File: src/rtl/pwmq_pkg.sv
package pwmq_pkg;

  typedef enum logic [1:0] {
    FILL_EMPTY = 2'd0,
    FILL_ONE   = 2'd1,
    FILL_TWO   = 2'd2,
    FILL_MANY  = 2'd3
  } fill_e;

  // Saturating occupancy code: three or more entries share one code.
  function automatic fill_e fill_code(input int unsigned occ);
    fill_e code;
    case (occ)
      0:       code = FILL_EMPTY;
      1:       code = FILL_ONE;
      2:       code = FILL_TWO;
      default: code = FILL_MANY;
    endcase
    return code;
  endfunction

endpackage

File: src/rtl/pwmq_fifo.sv
module pwmq_fifo #(
  parameter int unsigned DEPTH = 4,
  parameter int unsigned DW    = 16
) (
  input  logic                         clk,
  input  logic                         rst_n,
  input  logic                         push_req,
  input  logic [DW-1:0]                push_data,
  input  logic                         pop_req,
  output logic [DW-1:0]                head_data,
  output logic                         head_valid,
  output logic [$clog2(DEPTH+1)-1:0]   occ,
  output logic                         ovf
);

  localparam int unsigned PTR_W = (DEPTH > 1) ? $clog2(DEPTH) : 1;
  localparam int unsigned OCC_W = $clog2(DEPTH + 1);

  logic [DW-1:0]    mem [DEPTH];
  logic [PTR_W-1:0] wr_ptr_q, wr_ptr_n;
  logic [PTR_W-1:0] rd_ptr_q, rd_ptr_n;
  logic [OCC_W-1:0] occ_q, occ_n;
  logic             ovf_q, ovf_n;
  logic             full, empty, push_ok, pop_ok;

  function automatic logic [PTR_W-1:0] ptr_inc(input logic [PTR_W-1:0] p);
    return (p == PTR_W'(DEPTH - 1)) ? '0 : p + 1'b1;
  endfunction

  assign full    = (occ_q == OCC_W'(DEPTH));
  assign empty   = (occ_q == '0);
  assign push_ok = push_req && !full;
  assign pop_ok  = pop_req && !empty;

  always_comb begin
    wr_ptr_n = wr_ptr_q;
    rd_ptr_n = rd_ptr_q;
    occ_n    = occ_q;
    ovf_n    = ovf_q;
    if (push_ok) wr_ptr_n = ptr_inc(wr_ptr_q);
    if (pop_ok)  rd_ptr_n = ptr_inc(rd_ptr_q);
    case ({push_ok, pop_ok})
      2'b10:   occ_n = occ_q + 1'b1;
      2'b01:   occ_n = occ_q - 1'b1;
      default: occ_n = occ_q;
    endcase
    if (push_req && full) ovf_n = 1'b1;
  end

  always_ff @(posedge clk or negedge rst_n) begin
    if (!rst_n) begin
      wr_ptr_q <= '0;
      rd_ptr_q <= '0;
      occ_q    <= '0;
      ovf_q    <= 1'b0;
    end else begin
      wr_ptr_q <= wr_ptr_n;
      rd_ptr_q <= rd_ptr_n;
      occ_q    <= occ_n;
      ovf_q    <= ovf_n;
    end
  end

  // Storage carries no reset; only entries below the occupancy are read.
  always_ff @(posedge clk) begin
    if (push_ok) mem[wr_ptr_q] <= push_data;
  end

  assign head_data  = mem[rd_ptr_q];
  assign head_valid = !empty;
  assign occ        = occ_q;
  assign ovf        = ovf_q;

  AST_NO_OVERFLOW: assert property (@(posedge clk) disable iff (!rst_n)
    (push_req && full && !pop_req) |=> (occ_q == OCC_W'(DEPTH)));
  AST_OVF_STICKY: assert property (@(posedge clk) disable iff (!rst_n)
    ovf_q |=> ovf_q);
  AST_POP_DRAINS: assert property (@(posedge clk) disable iff (!rst_n)
    (pop_req && !push_req && !empty) |=> (occ_q == $past(occ_q) - 1'b1));

endmodule

File: src/rtl/pwmq_timebase.sv
module pwmq_timebase #(
  parameter int unsigned   CW         = 16,
  parameter logic [CW-1:0] RST_PERIOD = 16'd255
) (
  input  logic          clk,
  input  logic          rst_n,
  input  logic          en,
  input  logic          per_we,
  input  logic [CW-1:0] per_wdata,
  output logic [CW-1:0] cnt,
  output logic          boundary
);

  logic [CW-1:0] cnt_q, cnt_n;
  logic [CW-1:0] per_pend_q, per_pend_n;
  logic [CW-1:0] per_act_q, per_act_n;

  assign boundary = en && (cnt_q == per_act_q);

  always_comb begin
    per_pend_n = per_we ? per_wdata : per_pend_q;
    per_act_n  = per_act_q;
    cnt_n      = cnt_q + 1'b1;
    if (!en) begin
      cnt_n     = '0;
      per_act_n = per_pend_q;
    end else if (boundary) begin
      cnt_n     = '0;
      per_act_n = per_pend_q;
    end
  end

  always_ff @(posedge clk or negedge rst_n) begin
    if (!rst_n) begin
      cnt_q      <= '0;
      per_pend_q <= RST_PERIOD;
      per_act_q  <= RST_PERIOD;
    end else begin
      cnt_q      <= cnt_n;
      per_pend_q <= per_pend_n;
      per_act_q  <= per_act_n;
    end
  end

  assign cnt = cnt_q;

  AST_CNT_IN_RANGE: assert property (@(posedge clk) disable iff (!rst_n)
    en |-> (cnt_q <= per_act_q));
  AST_PERIOD_HELD: assert property (@(posedge clk) disable iff (!rst_n)
    (en && !boundary) |=> $stable(per_act_q));
  AST_DISABLE_CLR: assert property (@(posedge clk) disable iff (!rst_n)
    !en |=> (cnt_q == '0));

endmodule

File: src/rtl/pwmq_compare.sv
module pwmq_compare #(
  parameter int unsigned CW = 16
) (
  input  logic          clk,
  input  logic          rst_n,
  input  logic          en,
  input  logic          boundary,
  input  logic          head_valid,
  input  logic [CW-1:0] head_data,
  input  logic [CW-1:0] cnt,
  output logic          pop,
  output logic          pwm_o
);

  logic [CW-1:0] smp_q, smp_n;

  assign pop = boundary && head_valid;

  always_comb begin
    smp_n = smp_q;
    if (pop) smp_n = head_data;
  end

  always_ff @(posedge clk or negedge rst_n) begin
    if (!rst_n) smp_q <= '0;
    else        smp_q <= smp_n;
  end

  assign pwm_o = en && (cnt < smp_q);

  AST_HOLD_MIDPERIOD: assert property (@(posedge clk) disable iff (!rst_n)
    !boundary |=> $stable(smp_q));
  AST_REUSE_EMPTY: assert property (@(posedge clk) disable iff (!rst_n)
    (boundary && !head_valid) |=> $stable(smp_q));

endmodule

File: src/rtl/duty_fifo_pwm.sv
module duty_fifo_pwm #(
  parameter int unsigned   CW         = 16,
  parameter int unsigned   DEPTH      = 4,
  parameter logic [CW-1:0] RST_PERIOD = 16'd255
) (
  input  logic          clk,
  input  logic          rst_n,
  input  logic          enable,
  input  logic          smp_we,
  input  logic [CW-1:0] smp_wdata,
  input  logic          per_we,
  input  logic [CW-1:0] per_wdata,
  input  logic [1:0]    wmark,
  output logic [CW-1:0] count_o,
  output logic [1:0]    fill_lvl,
  output logic          room_o,
  output logic          ovf_o,
  output logic          pwm_o
);

  import pwmq_pkg::*;

  localparam int unsigned OCC_W = $clog2(DEPTH + 1);

  logic [CW-1:0]    cnt;
  logic             boundary;
  logic             pop;
  logic             head_valid;
  logic [CW-1:0]    head_data;
  logic [OCC_W-1:0] occ;

  pwmq_timebase #(.CW(CW), .RST_PERIOD(RST_PERIOD)) u_timebase (
    .clk       (clk),
    .rst_n     (rst_n),
    .en        (enable),
    .per_we    (per_we),
    .per_wdata (per_wdata),
    .cnt       (cnt),
    .boundary  (boundary)
  );

  pwmq_fifo #(.DEPTH(DEPTH), .DW(CW)) u_fifo (
    .clk        (clk),
    .rst_n      (rst_n),
    .push_req   (smp_we),
    .push_data  (smp_wdata),
    .pop_req    (pop),
    .head_data  (head_data),
    .head_valid (head_valid),
    .occ        (occ),
    .ovf        (ovf_o)
  );

  pwmq_compare #(.CW(CW)) u_compare (
    .clk        (clk),
    .rst_n      (rst_n),
    .en         (enable),
    .boundary   (boundary),
    .head_valid (head_valid),
    .head_data  (head_data),
    .cnt        (cnt),
    .pop        (pop),
    .pwm_o      (pwm_o)
  );

  assign count_o  = cnt;
  assign fill_lvl = fill_code(32'(occ));
  assign room_o   = (32'(occ) <= 32'(wmark));

  AST_OUT_LOW_OFF: assert property (@(posedge clk) disable iff (!rst_n)
    !enable |-> !pwm_o);

endmodule

File: config.mk
export PLATFORM = sky130hd
export DESIGN_NAME = duty_fifo_pwm
export DESIGN_NICKNAME = d
export VERILOG_FILES = /design/src/rtl/pwmq_pkg.sv /design/src/rtl/pwmq_fifo.sv /design/src/rtl/pwmq_timebase.sv /design/src/rtl/pwmq_compare.sv /design/src/rtl/duty_fifo_pwm.sv
export SDC_FILE = /design/constraint.sdc
export NUM_CORES = 1
export LEC_CHECK = 0
export BUFFER_PORTS_ARGS = -buffer_cell sky130_fd_sc_hd__buf_2
export CAP_MARGIN = 15
export CORE_MARGIN = 10
export CORE_UTILIZATION = 60
export CTS_BUF_LIST = sky130_fd_sc_hd__clkbuf_4
export CTS_CLUSTER_SIZE = 25
export DETAILED_ROUTE_END_ITERATION = 10
export HOLD_SLACK_MARGIN = 0.15
export PLACE_DENSITY = 0.81
export SLEW_MARGIN = 20
export SYNTH_ARGS = -nofsm -noshare
export SYNTH_HDL_FRONTEND = slang
export SYNTH_SLANG_ARGS = --single-unit
File: constraint.sdc
create_clock -name clk -period 5.8 [get_ports clk]
set_input_delay 1.16 -clock clk [delete_from_list [all_inputs] [get_ports clk]]
set_output_delay 1.16 -clock clk [all_outputs]
set_load 0.005 [all_outputs]
-- Word level (Yosys, flattened, before mapping)
Memories as Yosys holds them, arrays and structs flattened. A register that Yosys moved wholly into a read port is not among the register bits.
Cells that the tools add are included.
- $lt $le $gt $ge: 2
- eq/ne operators: 9
- add/sub/neg operators: 5
- mux-type cells: 10
- reduce and logical (&&, ||, !) cells: 11
- operators by type and width (kind ; number):
    16-bit 2-to-1 mux ; 4
    16-bit by 1-bit adder with 16-bit output (second input constant) ; 1
    16-bit == test ; 1
    16-bit less-than comparator ; 1
    2-bit == test (second input constant) ; 3
    1-bit logical AND ; 6
    2-bit one-hot mux with 3 select lines ; 1
    3-bit one-hot mux with 2 select lines ; 1
    2-bit by 1-bit adder with 2-bit output (second input constant) ; 2
    2-bit 2-to-1 mux ; 2
    3-bit by 1-bit adder with 3-bit output (second input constant) ; 1
    3-bit by 1-bit == test with 1-bit output (second input constant) ; 1
    3-bit by 2-bit == test with 1-bit output (second input constant) ; 1
    3-bit == test (second input constant) ; 1
    3-bit by 2-bit <= comparator with 1-bit output ; 1
    1-bit zero test ; 3
    3-bit zero test ; 1
    3-bit by 1-bit subtractor with 3-bit output (second input constant) ; 1
    2-bit by 1-bit == test with 1-bit output (second input constant) ; 1
    1-bit 2-to-1 mux ; 2
    2-bit by 1-bit != test with 1-bit output (second input constant) ; 1
    2-bit nonzero test ; 1
- memory bits (writable): 64
- output and inout port bits: 21
- memories: 1
- register bits: 56
- memory list (memory ; depth ; bits a word ; read ports ; clocked after memory_dff ; wr ports ; line ; text):
    u_fifo.mem ; 4 ; 16 ; 1 ; 1 ; 1 ; pwmq_fifo.sv:19 ; logic [DW-1:0] mem [DEPTH];

-- Depth between registers and ports, before layout
Gate-level depths: netlist of the first run.
- word-level depth: 6
- gate-level depth with buffers: 10
- gate-level depth less buffers: 9

-- By module
Synthesis of the first run repeated with hierarchy kept, for this count alone.
- cell total of the unflattened synthesis: 407
- area, all modules: 5985.7 um2
- by module, submodules not included (module ; seq. area each (um2) ; cells each ; area an instance (um2) ; times used):
    pwmq_fifo ; 2122.0 ; 126 ; 2790.2 ; 1
    pwmq_timebase ; 1221.2 ; 168 ; 2175.8 ; 1
    pwmq_compare ; 400.4 ; 104 ; 940.9 ; 1
    duty_fifo_pwm ; 0.0 ; 9 ; 78.8 ; 1

-- Least setup slack after synthesis of the first run
No wires, ideal clock.
- path kind: input to output
- from: in wmark[1]
- to: out room_o
- data arrival time: 1737 ps
- stages: 5
- slack: 2903 ps
- path buffers: 0
- cell sequence: inv_1 ha_1 a21oi_1 a21oi_1 nor2_1
- cells in the longest elaborated chain, start to end: 1
- ends and longest elaborated chain (item ; line ; text):
    start, declared ; duty_fifo_pwm.sv:13 ; input logic [1:0] wmark,
    3-bit by 2-bit <= comparator with 1-bit output ; duty_fifo_pwm.sv:68 ; assign room_o = (32'(occ) <= 32'(wmark));
    end, declared ; duty_fifo_pwm.sv:16 ; output logic room_o,
Every way passes these cells.

-- Final worst setup path of the first run
- from: reg u_timebase.cnt_q[9], in the netlist u_timebase.cnt[9]
- to: out pwm_o
- cells in the longest elaborated chain, start to end: 2
- ends and longest elaborated chain (item ; line ; text):
    start, declared ; pwmq_timebase.sv:14 ; logic [CW-1:0] cnt_q, cnt_n;
    start signal, assigned ; pwmq_timebase.sv:39 ; cnt_q <= cnt_n;
    16-bit less-than comparator ; pwmq_compare.sv:29 ; assign pwm_o = en && (cnt < smp_q);
    1-bit logical AND ; pwmq_compare.sv:29 ;
    end, declared ; duty_fifo_pwm.sv:18 ; output logic pwm_o
Every way passes these cells.

==> results of run 1 <==
-- cells in the final DEF, fill, tap and decap left out, drive strengths merged, types with 11 or more instances in the layout --
cell	n
nand2	11
inv	24
dfstp	16
buf	61
nor2	24
edfxtp	64
ha	29
mux4	16
dfrtp	56
xor2	26
clkbuf	18
mux2	50
-- flip-flops by register name, summed over array words and instances, names as in the netlist --
register	count
u_fifo.mem	64
u_fifo.wr_ptr_q	2
u_timebase.per_act_q	16
u_compare.smp_q	16
u_timebase.per_pend_q	16
u_fifo.rd_ptr_q	2
u_fifo.ovf	1
u_fifo.occ	3
u_timebase.cnt	16
-- final cells by class --
cell class	instances	area (um^2)
well taps	133	166
clock inverters	13	106
flip-flops and latches	136	3740
inverters	23	86.3
fillers	691	3100
clock buffers	18	135
repair buffers	61	310
multi-input cells	217	2080
-- power by group through the flow --
stage                     Combinational [uW]  Clock (uW)  Sequential (uW)
after global placement                   321           0             1250
after floorplan                          231           0             1230
after detailed placement                 339           0             1270
final                                    329         537             1240
after global routing                     373         596             1260
after CTS                                339         552             1250
-- critical path, delay by kind of cell (launching register included) --
| family | cells | cell delay, ps |
|---|---|---|
| AOI/OAI and AO/OA | 5 | 810 |
| adders and majority gates | 1 | 350 |
| buffers and inverters | 1 | 140 |
| DFF | 1 | 470 |
-- per-stage QoR --
stage	util	power [uW]	setup WS [ps]	std cells	cell area, um^2
2_1_floorplan	-	1470	2900	386	5980
3_3_place_gp	0.657	1570	2720	570	6390
3_5_place_dp	0.657	1600	2700	570	6390
4_1_cts	0.682	2140	2270	601	6630
5_1_grt	0.682	2230	2060	601	6630
6_report	0.682	2110	2350	601	6630
-- how the worst max path moves through the flow --
stage                     endpoint  slack (ps)  cells after the start
after floorplan             room_o        2900                      5
after global placement      room_o        2720                      7
after detailed placement    room_o        2700                      7
after CTS                    pwm_o        2270                      7
after global routing         pwm_o        2060                      7
final                        pwm_o        2350                      7
-- cell families after synthesis --
family,synth area share
buffers and inverters,0.0253
multiplexers,0.162
flip-flops,0.626
XOR/XNOR,0.0483
AND/OR/NAND/NOR,0.0534
adder cells (fa/ha/maj),0.0607
AO/OA/AOI/OAI,0.0245
-- per-layer routing --
layer / up-vias / track usage / share of wire
li1: 1552 / - / -
met1: 1620 / 0.180 / 0.41
met2: 73 / 0.257 / 0.51
met3: 13 / 0.0520 / 0.058
met4: 0 / 0.0649 / 0.016
met5: - / 0 / 0
==> results.md, run 1 <==
- Outcome: complete, no violations
- Max Transition Viols Final: 0
- GRT overflow: 0
- # hold bufs at CTS: 0
- Seq/Total Area, Yosys: 0.626
- Final wirelength: 10500 um
- PostCTS Resize Cnt: 0
- Clk_skew: between 15 and 20 ps
- Final net count: between 500 and 600
- Clock latency at the later pin of the worst-skew pair: ~520 ps
- Worst Max-Slew Pin Slew: approximately 870 ps
- Critical path's largest stage delay: 470 ps
- TritonCTS Sinks: 136
- CTS H-Tree Depth: 4
- Max_slew headroom: 0.422
- Gate power share: 0.156
- Port bufs: slightly below 60
- Leakage: 0.00276 uW
- Worst Min Path Start: u_fifo.ovf$_DFFE_PN0P_
- Yosys warns: 0
- Tot GR Track Use: 0.154
- Share of cells above drive strength 1: 0.378
- First-pass GRT wire length: about 18000 um
- Die area: around 0.014 mm^2
- Ant diodes: 0
- Initial Util: 0.615
- Number of global-route vias before repair: 3465
- Critical Path Sink Type: primary output
- Top cells by area, synth: edfxtp_1 (32%), dfrtp_1 (23%), mux2_2 (7.7%), dfstp_2 (7.0%), ha_1 (6.1%)
- Sequential share of power: 0.589
- Crit path max fanout: 6
- Syn Inst Count: 386
- Seq cells post-synth: 136
- Sw frac: 0.273
- Detail Placement HPWL: approximately 7600 um
- Slowest stage cell, crit path: dfrtp_1
- Synth top cells by count: edfxtp_1 (64), dfrtp_1 (56), mux2_2 (41), ha_1 (29), xor2_1 (26)
- Post-CTS setup buffers: 0
- TritonCTS clock tree: built
- RSZ-0062 raised after global routing: false
- Final GP Congestion: 0.803
- Critical path class: reg2out
- Fmax: 290 MHz
- Most frequent cell after synthesis: edfxtp_1
- CTS root buf: clkbuf_4
- Clock power share: 0.255
- Rows: 36
- CP startpoint: u_timebase.cnt[9]$_DFF_PN0_
- Hold Path Depth: 1
- DRT iter0 DRCs: 179
- Vias: 3258
- # DRC: 0
- Sw power: 575 uW
- Flop2flop setup slack: 3000 ps
- Mapped cell area: roughly 0.0060 mm^2
- CTS Buf Count: 17
- Post-route ant nets: 0
- DIE WIDTH: 120 um
- Period utilization: 0.594
- Core Footprint: 0.00973 mm^2
- Area leader, netlist: edfxtp_1
- Worst setup SP type: register
- Critical Path AT: approximately 2300 ps
- Initial antenna violation count: 0
- Post-synth net total: 454
- Hold Path Class: reg2reg
- Die Ht: approximately 120 um
- Setup TNS: 0 ps
- Hold path endpoint: u_fifo.ovf$_DFFE_PN0P_
- Synthesized area per cell: 15.5 um^2
- Worst reg2reg path depth: 8
- Top_reg_cell synth: edfxtp_1
- Post-synth ARST share: 0.529
- Internal: 1530 uW
- Post-synth EDFFs: 64
- Avg WL per Cell: about 17 um
- Min cycle time layout: roughly 3400 ps
- Max Cap Viol: 0
- Required @ worst endpoint: 4640 ps
- Hold slack: 514 ps
- Top cell type's share of synthesized area: 0.321
- Final setup vio count: 0
- Crit path cell chain: ha_1, a21oi_1, o21ai_0, a211oi_1, o21ai_0, a21oi_1, buf_2
- FF-to-FF Start: u_timebase.cnt[4]$_DFF_PN0_
- Layout area overhead: 10.9%
- Largest net degree at the start of global routing: 73
- I/O pin total: 60
- Clock Path Buffers: 2
- Synth cell types: 41
- Pre-antenna DRT Iters: 4
- Worst r2r dst: u_fifo.occ[2]$_DFFE_PN0P_
- Worst vdd ir: 0.216 mV
- PwrDens: 318 mW/mm^2
- Number of vias per cell: 5.42
- Clk pin slew, worst setup/hold paths: 120 ps
- Hold Fails Final Rpt: 0
(Power assumes the default switching activity.)
==> inputs of run 2 (changes only) <==
--- a/config.mk
+++ b/config.mk
@@ -5,15 +5,16 @@
 export SDC_FILE = /design/constraint.sdc
 export NUM_CORES = 1
 export LEC_CHECK = 0
+export ABC_AREA = 1
 export BUFFER_PORTS_ARGS = -buffer_cell sky130_fd_sc_hd__buf_2
 export CAP_MARGIN = 15
 export CORE_MARGIN = 10
-export CORE_UTILIZATION = 60
+export CORE_UTILIZATION = 56
 export CTS_BUF_LIST = sky130_fd_sc_hd__clkbuf_4
 export CTS_CLUSTER_SIZE = 25
 export DETAILED_ROUTE_END_ITERATION = 10
 export HOLD_SLACK_MARGIN = 0.15
-export PLACE_DENSITY = 0.81
+export PLACE_DENSITY = 0.79
 export SLEW_MARGIN = 20
 export SYNTH_ARGS = -nofsm -noshare
 export SYNTH_HDL_FRONTEND = slang
==> constraint.sdc (replaced) <==
create_clock -name clk -period 3.1 [get_ports clk]
set_input_delay 0.62 -clock clk [delete_from_list [all_inputs] [get_ports clk]]
set_output_delay 0.62 -clock clk [all_outputs]
set_load 0.005 [all_outputs]
==> results.md, run 2 <==
- Post-synth ARST share: 0.529 (unchanged)
- Clk_skew: 18.3 ps (+0.178 ps)
- Final net count: 788 (+50%)
- Most frequent cell after synthesis: nand2_1
- GRT overflow: 0 (unchanged)
- Flop2flop setup slack: 740 ps (-2260 ps)
- Yosys warns: 0 (unchanged)
- Post-synth EDFFs: 64 (unchanged)
- Seq/Total Area, Yosys: 0.584 (-0.0424)
- Core Footprint: 0.0113 mm^2 (+16%)
- Synthesized area per cell: 9.82 um^2 (-37%)
- Seq cells post-synth: 136 (unchanged)
- FF+latch area: 0.00374 mm^2 (about the same)
- Syn Inst Count: 653 (+69%)
- Hold Fails Final Rpt: 0 (unchanged)
- Post-synth net total: 721 (+59%)
- Worst Max-Slew Pin Slew: 890 ps (+23.8 ps)
- Top cells by area, synth: edfxtp_1 (30%), dfrtp_1 (22%), nand2_1 (8.6%), dfstp_2 (6.6%), ha_1 (5.7%)
- Leakage: 0.00333 uW (+21%)
- Pre-antenna DRT Iters: 5 (+1)
- I/O pin total: 60 (unchanged)
- Detail Placement HPWL: 9510 um (+25%)
- TritonCTS Sinks: 136 (unchanged)
- Final WS setup: 331 ps (-2020 ps)
- Synth cell types: 33 (-20%)
- Period utilization: 0.893
- Worst Min Path Start: smp_wdata[8]
- Die area: 0.0161 mm^2 (+12%)
- Worst setup SP type: register
- Vias: 4757 (+46%)
- Max Transition Viols Final: 0 (unchanged)
- Clock Path Buffers: 2 (unchanged)
- Critical Path Sink Type: primary output
- TritonCTS clock tree: built
- Critical path class: reg2out
- CTS root buf: clkbuf_4
- Initial Util: 0.567 (-0.0480)
- Buffers & Inverters on Critical Path: 1 (unchanged)
- Number of global-route vias before repair: 4792 (+38%)
- Outcome: complete, no violations
- PwrDens: 610 mW/mm^2 (+92%)
- Slowest stage cell, crit path: dfrtp_1
- Initial antenna violation count: 0 (unchanged)
- Crit path max fanout: 8 (+2)
- CTS Buf Count: 17 (unchanged)
- Most frequent CP cell: a21oi_1
- Max Cap Viol: 0 (unchanged)
- Rows: 39 (+8.3%)
- Max_slew headroom: 0.406 (-0.0165)
- Synth top cells by count: nand2_1 (147), nor2_1 (81), inv_1 (71), edfxtp_1 (64), dfrtp_1 (56)
- Clock latency at the later pin of the worst-skew pair: 540 ps (+20 ps)
- Flip-flop count of the largest register after layout: 64 (unchanged)
- Required @ worst endpoint: 2480 ps (-2160 ps)
- Worst vdd ir: 0.515 mV (+140%)
- Crit path max-delay family: flip-flops
- # DRC: 0 (unchanged)
- Min cycle time layout: 2770 ps
- Worst r2r dst: u_timebase.per_act_q[5]$_DFFE_PN1P_
- Most frequent cells in the layout: nand2_1 (147), nor2_1 (81), inv_1 (71), edfxtp_1 (64), buf_2 (59)
- Critical path's largest stage delay: 530 ps (+60 ps)
- Layout area overhead: 12.6%
- Top cell type's share of synthesized area: 0.300 (-0.0218)
- Pre-CTS setup slack: 811 ps (-1890 ps)
- Post-CTS setup buffers: 0 (unchanged)
- Fillcell total: 900 (+30%)
- Top_reg_cell synth: edfxtp_1
- PostCTS Resize Cnt: 0 (unchanged)
- CTS H-Tree Depth: 4 (unchanged)
- Critical Path AT: 2150 ps (-140 ps)
- FF-to-FF Start: u_timebase.cnt[13]$_DFF_PN0_
- Mapped cell area: 0.00641 mm^2 (+7.3%)
- Final wirelength: 13700 um (+31%)
- RSZ-0062 raised after global routing: false
- Hold path endpoint: u_fifo.mem[2][8]$_DFFE_PP_
- Largest net degree at the start of global routing: 37 (-49%)
- Commonest non-fill, non-tap cell in the layout: nand2_1
- Final GP Congestion: 0.887 (+10%)
- Hold Path Depth: 1 (unchanged)
- Largest reg by FF count: u_fifo.mem
- Tot GR Track Use: 0.173 (+0.0190)
- Ant diodes: 0 (unchanged)
- Setup TNS: 0 ps (unchanged)
- Area leader, netlist: edfxtp_1
- Crit path cell chain: ha_1, a21oi_1, o21ai_0, nand2_1, nand4_1, a21oi_1, buf_2
- Clk pin slew, worst setup/hold paths: 130 ps (about the same)
- Number of placed instances, taps included: 843 (+48%)
- DIE WIDTH: 127 um (+6.0%)
- Avg WL per Cell: 15.7 um (-10%)
- Final setup vio count: 0 (unchanged)
- Worst reg2reg path depth: 11 (+3)
- DRT iter0 DRCs: 498 (+180%)
- Number of vias per cell: 5.43 (+0.17%)
- Final std cells w/o fill: 876 (+46%)
- Hold Path Class: in2reg
- Fmax: ~360 MHz
- Area of the multi-input gates: 0.00227 mm^2 (+9.0%)
- Die Ht: 127 um (+6.0%)
- First-pass GRT wire length: 22700 um (+30%)
- Port bufs: 59 (unchanged)
- Share of cells above drive strength 1: 0.198 (-0.180)
- # hold bufs at CTS: 1 (+1)
- Post-route ant nets: 0 (unchanged)
[run 2: cell count changes after synthesis, moves of 9 or more]
cell and delta:
inv_1 +48, nand4_1 +17, o21ai_0 +29, mux2_4 -9, mux2_2 -25, nor2_1 +58
o22ai_1 +16, nand2_1 +136, nand3_1 +24, xor2_1 -16, mux4_2 -16
[run 2: power breakdown]
group / switching, uW / internal [uW]
clock network: 724 / 676
registers: 117 / 2180
logic: 443 / 264
total: 1280 / 3120
[run 2: metrics by stage]
step	hold slack [ps]	power [uW]	area, um^2	utilization
2_1_floorplan	324	2760	6410	-
3_3_place_gp	454	3000	6860	0.606
3_5_place_dp	458	3040	6860	0.606
4_1_cts	248	4430	7220	0.638
5_1_grt	240	4620	7220	0.638
6_report	288	4400	7220	0.638
[run 2: worst max path at each step]
stage	startpoint	slack, ps	cells past startpoint	end
6_report	u_timebase.cnt[9]$_DFF_PN0_	330	7	pwm_o
4_1_cts	u_timebase.cnt[9]$_DFF_PN0_	310	7	pwm_o
2_1_floorplan	enable	900	11	u_fifo.occ[2]$_DFFE_PN0P_
3_5_place_dp	u_timebase.per_act_q[1]$_DFFE_PN1P_	810	11	u_timebase.per_act_q[5]$_DFFE_PN1P_
3_3_place_gp	u_timebase.cnt[13]$_DFF_PN0_	860	11	u_timebase.per_act_q[5]$_DFFE_PN1P_
5_1_grt	u_timebase.cnt[3]$_DFF_PN0_	220	8	pwm_o
[run 2: layout make-up]
class / instances / share of cell area
clock inverter: 15 / 0.0312
tap: 143 / 0.0248
sequential: 136 / 0.518
timing repair buffer: 72 / 0.0548
inverter: 74 / 0.0385
clock buffer: 17 / 0.0177
multi-input combinational: 419 / 0.315
[run 2: logic make-up (layout without fill, tap and decap cells)]
kind of cell | after synthesis | count (layout) | synth area share
compound gates | 70 | 70 | 0.0605
xor+xnor | 13 | 13 | 0.0178
fa+ha+maj | 29 | 29 | 0.0566
buf+inv | 98 | 178 | 0.0620
flops | 136 | 136 | 0.584
mux | 16 | 16 | 0.0281
simple gates | 291 | 291 | 0.191
[run 2: routing by layer]
metal,share of wire,up-vias,GRT usage
met3,0.072,40,0.0575
li1,-,2295,-
met1,0.42,2251,0.204
met4,0.026,0,0.0750
met2,0.48,171,0.285
met5,0,-,0
